--- src/rtl/ckout_pkg.sv ---
`timescale 1ns/100ps
package ckout_pkg;
    localparam int unsigned CH_COUNT      = 3;
    localparam int unsigned SRC_W         = 2;
    localparam int unsigned PRESC_BITS    = 3;
    localparam int unsigned DIV_LOG_LIMIT = 6;

    localparam int unsigned ADDR_ON       = 0;
    localparam int unsigned ADDR_OFF      = 1;
    localparam int unsigned ADDR_ACTIVE   = 2;
    localparam int unsigned ADDR_READY    = 3;
    localparam int unsigned ADDR_CFG_BASE = 4;

    typedef enum logic [1:0] {
        SRC_SLOW    = 2'd0,
        SRC_MAIN    = 2'd1,
        SRC_PLL     = 2'd2,
        SRC_PLL_ALT = 2'd3
    } src_sel_t;

    typedef enum logic [1:0] {
        LK_ARM     = 2'd0,
        LK_MEASURE = 2'd1,
        LK_LOCKED  = 2'd2
    } lock_state_t;
endpackage

--- src/rtl/ckout_regs.sv ---
`timescale 1ns/100ps
module ckout_regs
    import ckout_pkg::*;
#(
    parameter int unsigned NUM_CH  = CH_COUNT,
    parameter int unsigned ADDR_W  = 3,
    parameter int unsigned DATA_W  = 8,
    parameter int unsigned PRESC_W = PRESC_BITS
) (
    input  logic                             clk,
    input  logic                             rst_n,
    input  logic                             bus_wr,
    input  logic [ADDR_W-1:0]                bus_addr,
    input  logic [DATA_W-1:0]                bus_wdata,
    input  logic [NUM_CH-1:0]                ready,
    output logic [DATA_W-1:0]                bus_rdata,
    output logic [NUM_CH-1:0]                en_q,
    output logic [NUM_CH-1:0][SRC_W-1:0]     src_q,
    output logic [NUM_CH-1:0][PRESC_W-1:0]   presc_q,
    output logic [NUM_CH-1:0]                cfg_wr
);
    localparam int unsigned CFG_W = SRC_W + PRESC_W;

    logic              wr_on;
    logic              wr_off;
    logic [NUM_CH-1:0] set_mask;
    logic [NUM_CH-1:0] clr_mask;

    assign wr_on    = bus_wr && (bus_addr == ADDR_W'(ADDR_ON));
    assign wr_off   = bus_wr && (bus_addr == ADDR_W'(ADDR_OFF));
    assign set_mask = wr_on  ? bus_wdata[NUM_CH-1:0] : '0;
    assign clr_mask = wr_off ? bus_wdata[NUM_CH-1:0] : '0;

    always_ff @(posedge clk) begin
        if (!rst_n) begin
            en_q <= '0;
        end else begin
            en_q <= (en_q | set_mask) & ~clr_mask;
        end
    end

    for (genvar i = 0; i < NUM_CH; i++) begin : g_cfg
        assign cfg_wr[i] = bus_wr && (bus_addr == ADDR_W'(ADDR_CFG_BASE + i));

        always_ff @(posedge clk) begin
            if (!rst_n) begin
                src_q[i]   <= '0;
                presc_q[i] <= '0;
            end else if (cfg_wr[i]) begin
                src_q[i]   <= bus_wdata[SRC_W-1:0];
                presc_q[i] <= bus_wdata[CFG_W-1:SRC_W];
            end
        end


        on_sets_chk: assert property (@(posedge clk) disable iff (!rst_n)
            (wr_on && bus_wdata[i]) |=> en_q[i]);

        off_clears_chk: assert property (@(posedge clk) disable iff (!rst_n)
            (wr_off && bus_wdata[i]) |=> !en_q[i]);

        zero_keeps_chk: assert property (@(posedge clk) disable iff (!rst_n)
            ((wr_on || wr_off) && !bus_wdata[i]) |=> $stable(en_q[i]));
    end

    always_comb begin
        bus_rdata = '0;
        if (bus_addr == ADDR_W'(ADDR_ACTIVE)) begin
            bus_rdata[NUM_CH-1:0] = en_q;
        end else if (bus_addr == ADDR_W'(ADDR_READY)) begin
            bus_rdata[NUM_CH-1:0] = ready;
        end else begin
            for (int i = 0; i < NUM_CH; i++) begin
                if (bus_addr == ADDR_W'(ADDR_CFG_BASE + i)) begin
                    bus_rdata[CFG_W-1:0] = {presc_q[i], src_q[i]};
                end
            end
        end
    end
endmodule

--- src/rtl/ckout_div.sv ---
`timescale 1ns/100ps
module ckout_div
    import ckout_pkg::*;
#(
    parameter int unsigned PRESC_W     = PRESC_BITS,
    parameter int unsigned DIV_LOG_MAX = DIV_LOG_LIMIT
) (
    input  logic               clk,
    input  logic               rst_n,
    input  logic               restart,
    input  logic               lvl_slow,
    input  logic               lvl_main,
    input  logic               lvl_pll,
    input  logic [SRC_W-1:0]   src_sel,
    input  logic [PRESC_W-1:0] presc,
    output logic               div_clk
);
    localparam int unsigned CNT_W = (DIV_LOG_MAX > 1) ? DIV_LOG_MAX - 1 : 1;

    logic               sel_lvl;
    logic               prev_q;
    logic               rise;
    logic [PRESC_W-1:0] log_eff;
    logic [CNT_W-1:0]   half_m1;
    logic [CNT_W-1:0]   cnt_q;

    always_comb begin
        unique case (src_sel_t'(src_sel))
            SRC_SLOW:             sel_lvl = lvl_slow;
            SRC_MAIN:             sel_lvl = lvl_main;
            SRC_PLL, SRC_PLL_ALT: sel_lvl = lvl_pll;
            default:              sel_lvl = lvl_pll;
        endcase
    end

    assign log_eff = (presc > PRESC_W'(DIV_LOG_MAX)) ? PRESC_W'(DIV_LOG_MAX) : presc;
    assign rise    = sel_lvl & ~prev_q;

    always_comb begin
        half_m1 = '0;
        if (log_eff != '0) begin
            half_m1 = CNT_W'((32'd1 << (log_eff - 1'b1)) - 32'd1);
        end
    end

    always_ff @(posedge clk) begin
        if (!rst_n || restart) begin
            prev_q  <= sel_lvl;
            cnt_q   <= '0;
            div_clk <= 1'b0;
        end else begin
            prev_q <= sel_lvl;
            if (log_eff == '0) begin
                div_clk <= sel_lvl;
            end else if (rise) begin
                if (cnt_q == half_m1) begin
                    cnt_q   <= '0;
                    div_clk <= ~div_clk;
                end else begin
                    cnt_q <= cnt_q + 1'b1;
                end
            end
        end
    end


    half_bound_chk: assert property (@(posedge clk) disable iff (!rst_n)
        (log_eff != '0) |-> (cnt_q <= half_m1));
endmodule

--- src/rtl/ckout_lock.sv ---
`timescale 1ns/100ps
module ckout_lock
    import ckout_pkg::*;
(
    input  logic clk,
    input  logic rst_n,
    input  logic restart,
    input  logic div_clk,
    output logic ready
);
    lock_state_t state_q;
    lock_state_t state_d;
    logic        prev_q;
    logic        out_rise;

    assign out_rise = div_clk & ~prev_q;

    always_ff @(posedge clk) begin
        if (!rst_n || restart) begin
            state_q <= LK_ARM;
            prev_q  <= 1'b1;
        end else begin
            state_q <= state_d;
            prev_q  <= div_clk;
        end
    end

    always_comb begin
        state_d = state_q;
        unique case (state_q)
            LK_ARM:     if (out_rise) state_d = LK_MEASURE;
            LK_MEASURE: if (out_rise) state_d = LK_LOCKED;
            LK_LOCKED:  state_d = LK_LOCKED;
            default:    state_d = LK_ARM;
        endcase
    end

    always_comb begin
        ready = (state_q == LK_LOCKED);
    end


    wr_drops_ready_chk: assert property (@(posedge clk) disable iff (!rst_n)
        restart |=> !ready);

    ready_on_edge_chk: assert property (@(posedge clk) disable iff (!rst_n)
        $rose(ready) |-> $past(div_clk));

    no_skip_chk: assert property (@(posedge clk) disable iff (!rst_n)
        (state_q == LK_ARM) |=> (state_q != LK_LOCKED));
endmodule

--- src/rtl/ckout_gen.sv ---
`timescale 1ns/100ps
module ckout_gen
    import ckout_pkg::*;
#(
    parameter int unsigned NUM_CH      = CH_COUNT,
    parameter int unsigned ADDR_W      = 3,
    parameter int unsigned DATA_W      = 8,
    parameter int unsigned PRESC_W     = PRESC_BITS,
    parameter int unsigned DIV_LOG_MAX = DIV_LOG_LIMIT
) (
    input  logic              clk,
    input  logic              rst_n,
    input  logic              src_slow,
    input  logic              src_main,
    input  logic              src_pll,
    input  logic              bus_wr,
    input  logic [ADDR_W-1:0] bus_addr,
    input  logic [DATA_W-1:0] bus_wdata,
    output logic [DATA_W-1:0] bus_rdata,
    output logic [NUM_CH-1:0] clk_out
);
    localparam int unsigned NUM_SRC = 3;

    logic [NUM_SRC-1:0]              sync_a;
    logic [NUM_SRC-1:0]              sync_b;
    logic [NUM_CH-1:0]               en_q;
    logic [NUM_CH-1:0]               cfg_wr;
    logic [NUM_CH-1:0]               ready;
    logic [NUM_CH-1:0]               div_clk;
    logic [NUM_CH-1:0][SRC_W-1:0]    src_q;
    logic [NUM_CH-1:0][PRESC_W-1:0]  presc_q;

    always_ff @(posedge clk) begin
        if (!rst_n) begin
            sync_a <= '0;
            sync_b <= '0;
        end else begin
            sync_a <= {src_pll, src_main, src_slow};
            sync_b <= sync_a;
        end
    end

    ckout_regs #(
        .NUM_CH (NUM_CH),
        .ADDR_W (ADDR_W),
        .DATA_W (DATA_W),
        .PRESC_W(PRESC_W)
    ) u_regs (
        .clk      (clk),
        .rst_n    (rst_n),
        .bus_wr   (bus_wr),
        .bus_addr (bus_addr),
        .bus_wdata(bus_wdata),
        .ready    (ready),
        .bus_rdata(bus_rdata),
        .en_q     (en_q),
        .src_q    (src_q),
        .presc_q  (presc_q),
        .cfg_wr   (cfg_wr)
    );

    for (genvar i = 0; i < NUM_CH; i++) begin : g_ch
        ckout_div #(
            .PRESC_W    (PRESC_W),
            .DIV_LOG_MAX(DIV_LOG_MAX)
        ) u_div (
            .clk     (clk),
            .rst_n   (rst_n),
            .restart (cfg_wr[i]),
            .lvl_slow(sync_b[0]),
            .lvl_main(sync_b[1]),
            .lvl_pll (sync_b[2]),
            .src_sel (src_q[i]),
            .presc   (presc_q[i]),
            .div_clk (div_clk[i])
        );

        ckout_lock u_lock (
            .clk    (clk),
            .rst_n  (rst_n),
            .restart(cfg_wr[i]),
            .div_clk(div_clk[i]),
            .ready  (ready[i])
        );

        assign clk_out[i] = en_q[i] & div_clk[i];


        off_low_chk: assert property (@(posedge clk) disable iff (!rst_n)
            ($past(en_q[i]) && !en_q[i]) |-> !clk_out[i]);
    end
endmodule

--- config.mk ---
export PLATFORM = sky130hd
export DESIGN_NAME = ckout_gen
export DESIGN_NICKNAME = d
export VERILOG_FILES = /design/src/rtl/ckout_pkg.sv /design/src/rtl/ckout_regs.sv /design/src/rtl/ckout_div.sv /design/src/rtl/ckout_lock.sv /design/src/rtl/ckout_gen.sv
export SDC_FILE = /design/constraint.sdc
export NUM_CORES = 1
export LEC_CHECK = 0
export ABC_CLOCK_PERIOD_IN_PS = 2050
export CAP_MARGIN = 20
export CORE_MARGIN = 2
export CORE_UTILIZATION = 52
export CTS_BUF_LIST = sky130_fd_sc_hd__clkbuf_16
export DETAILED_ROUTE_END_ITERATION = 10
export PLACE_DENSITY = 0.86
export SLEW_MARGIN = 10
export SYNTH_ARGS = -nofsm -noshare
export SYNTH_HDL_FRONTEND = slang
export SYNTH_SLANG_ARGS = --single-unit
--- constraint.sdc ---
create_clock -name clk -period 2.05 [get_ports clk]
set_input_delay 0.5125 -clock clk [delete_from_list [all_inputs] [get_ports clk]]
set_output_delay 0.5125 -clock clk [all_outputs]
set_load 0.01 [all_outputs]
==> metrics.txt <==
TritonRoute pass-1 iters=4; Critical Path AT=1.51 ns; most frequent cells in the layout=45 x dfxtp_1, 42 x nand2_1, 35 x nor2_1, 35 x buf_4, 27 x mux2i_1; Avg Cell Area, Syn=8.30 µm²; crit path max fanout=9; Tcrit/Tclk final=0.985; CP top delay family=buffers and inverters; Post-Synth Adder-Cell Area=0.0743; min setup slack post-route=between 0.03 and 0.04 ns; maximum VDD drop=0.389 mV; Area Overhead vs Synth=23.1%; Placer Congestion=0.860; final setup fails=0; Final Max Slew Viols=0; post-synthesis compound-gate area fraction=0.128; dpl ws=-0.669 ns; slowest CP cell=clkdlybuf4s50_1; share of cells above drive strength 1=0.175; worst setup path category=primary input to output port; Max Freq=495 MHz; main combinational cell family by area after synthesis=simple AND/OR/NAND/NOR gates; ANT cells=0; area of the mapped netlist=3030 µm²; synth warn=0; WL final=6.79 mm; Ports=28; crit path buf inv count=3; total of max-cap violations=0; htree depth=2; Initial Util=0.543; vias in the first global route=2,534; DRC viols=0; Post-Syn Instances=365; vias=roughly 2,600; Top Usage Layer GRT=met2; Max stage delay on crit path=0.48 ns; worst hold path type=flop to flop; Leak Pwr=~1.5 nW; XOR/XNOR Fraction of Synth Area=0.0289; mux contribution to synthesized area=0.0892; Pwr Density=627 nW/µm²; Die Width=80.3 µm; Final Hold Fails=0; most common cell after layout, fill and taps aside=dfxtp_1; TritonCTS Buffers=5; CTS tree=yes; sequence of cells on the critical path=clkdlybuf4s50_1 > buf_4 > and2_1 > clkdlybuf4s15_1; Clock transition at path regs=0.06 ns; sequential element share of the synthesized area=0.357; height of the die=80.3 µm; Root Driver=clkbuf_16; Data required, critical path=1.54 ns; outcome=finished, final reports clean; Port Buffer Count=21; Post-Place Cells=475; Post-synth EDFFs=0; Final TNS setup=0 ns; met3 Track Usage GR=0.0427; Min Clock Period, post-route=2.02 ns; hold buffers post-CTS=0; critical path capture point type=output port; GR Util met1=0.277; most common flop cell mapped by yosys=dfxtp_1; cells taking the most area after synthesis=dfxtp_1 36%, mux2i_1 8.9%, ha_1 7.4%; grt ovf=0; largest net degree at the start of global routing=24; Startpoint Class=primary input; worst skew pair latency=0.29 ns; Initial DRC Count=around 180; reg-to-reg setup timing slack=0.09 ns; Async S/R FF share, synth=0; Final Instance Count excl. Fillers=a little under 500; first-pass GRT wire length=11.5 mm; Simple-Gate Fraction of Synth Area=0.272; Synth area leader=dfxtp_1; Detail Route Antenna Nets=0; initial antenna violation count=0; hpwl dp=around 5 mm; Global Route met2 Usage=0.404; nets=450; post-synthesis register bit count=54; Synth cell types=46; core area=5570 µm²; Placement Rows=27; Die Footprint=about 6500 µm²; drt wl/cell=13.9 µm; clk buf depth=2; top cell type's share of synthesized area=0.357; gr usage total=0.227; Via density=5.35; Final Skew=approximately 0.0069 ns; CTS sink count=54
==> flip-flops by register name (all words and copies together) (netlist names) <==
signal / count
g_ch.u_div.cnt_q: 15
g_ch.u_div.div_clk: 3
g_ch.u_div.prev_q: 3
g_ch.u_lock.prev_q: 3
g_ch.u_lock.state_q: 6
sync_a: 3
sync_b: 3
u_regs.en_q: 3
u_regs.presc_q: 9
u_regs.src_q: 6
==> timing repair <==
action                     in CTS  in global routing
resized for setup              29                 15
pin swaps                       2                  8
setup buffers                   0                  5
hold endpoints to repair        0                  0
setup endpoints to repair       5                 17
==> final cells by class <==
type	instances	area [µm²]
multi-input cells	278	1850
fillers	422	1850
flip-flops and latches	54	1090
repair buffers	59	498
clock buffers	5	125
well taps	72	90.1
inverters	17	63.8
clock inverters	3	12.5
==> kinds of logic (layout without fill, tap and decap cells) <==
logic type | Yosys count | after routing
AND/OR/NAND/NOR | 162 | 162
AO/OA/AOI/OAI | 58 | 58
flip-flops | 54 | 54
buffers and inverters | 35 | 84
multiplexers | 27 | 27
adder cells (fa/ha/maj) | 18 | 18
XOR/XNOR | 10 | 10
other | 1 | 3
==> stage by stage <==
stage | util | instance area (µm²) | power, mW | hold slack (ns)
after global routing | 0.669 | 3730 | 2.47 | 0.450
after CTS | 0.658 | 3670 | 2.35 | 0.435
after global placement | 0.635 | 3540 | 1.52 | 0.414
after detailed placement | 0.635 | 3540 | 1.54 | 0.420
after floorplan | - | 3050 | 1.40 | 0.412
final | 0.669 | 3730 | 2.34 | 0.433
==> metal layers <==
metal | vias up | routed length [µm]
li1 | 1342 | -
met1 | 1214 | 3110
met2 | 45 | 3350
met3 | 9 | 232
met4 | 0 | 89
met5 | - | 0
==> path summary, 6_finish.rpt <==
kind / from / end / cells past startpoint
hold reg to reg: sync_a[1] / sync_b[1] / 1
hold / removal: sync_a[1] / sync_b[1] / 1
setup reg to reg: u_regs.presc_q[6] / g_ch[2].u_div.div_clk / 8
setup / recovery: bus_addr[2] / bus_rdata[3] / 4
==> where the power goes <==
part           internal, mW  switching, mW  total [mW]
Combinational         0.197          0.218       0.415
Sequential             1.10         0.0260        1.12
Clock                 0.442          0.359       0.801
==> synth_stat cells, types with 2 or more instances <==
library cell  instances
a211o_1               2
nor4_1                3
a21oi_1              12
inv_1                17
nand2b_1              5
nand4b_1              4
or4_1                 2
clkbuf_1             10
a22oi_1               2
nor3b_1               2
mux2i_1              27
a31oi_1               5
or3_1                 4
a32o_1                2
ha_1                 18
nand3_1               9
xor2_1                6
o22ai_1               3
and2_1               14
o21ai_0              20
nand2_1              42
xnor2_1               4
nand4_1               4
a31o_2                2
nor3_1               10
o21a_1                3
buf_4                 3
buf_2                 4
nor2_1               36
or2_2                 2
nor2b_1              20
dfxtp_1              54
(Power assumes the default switching activity.)
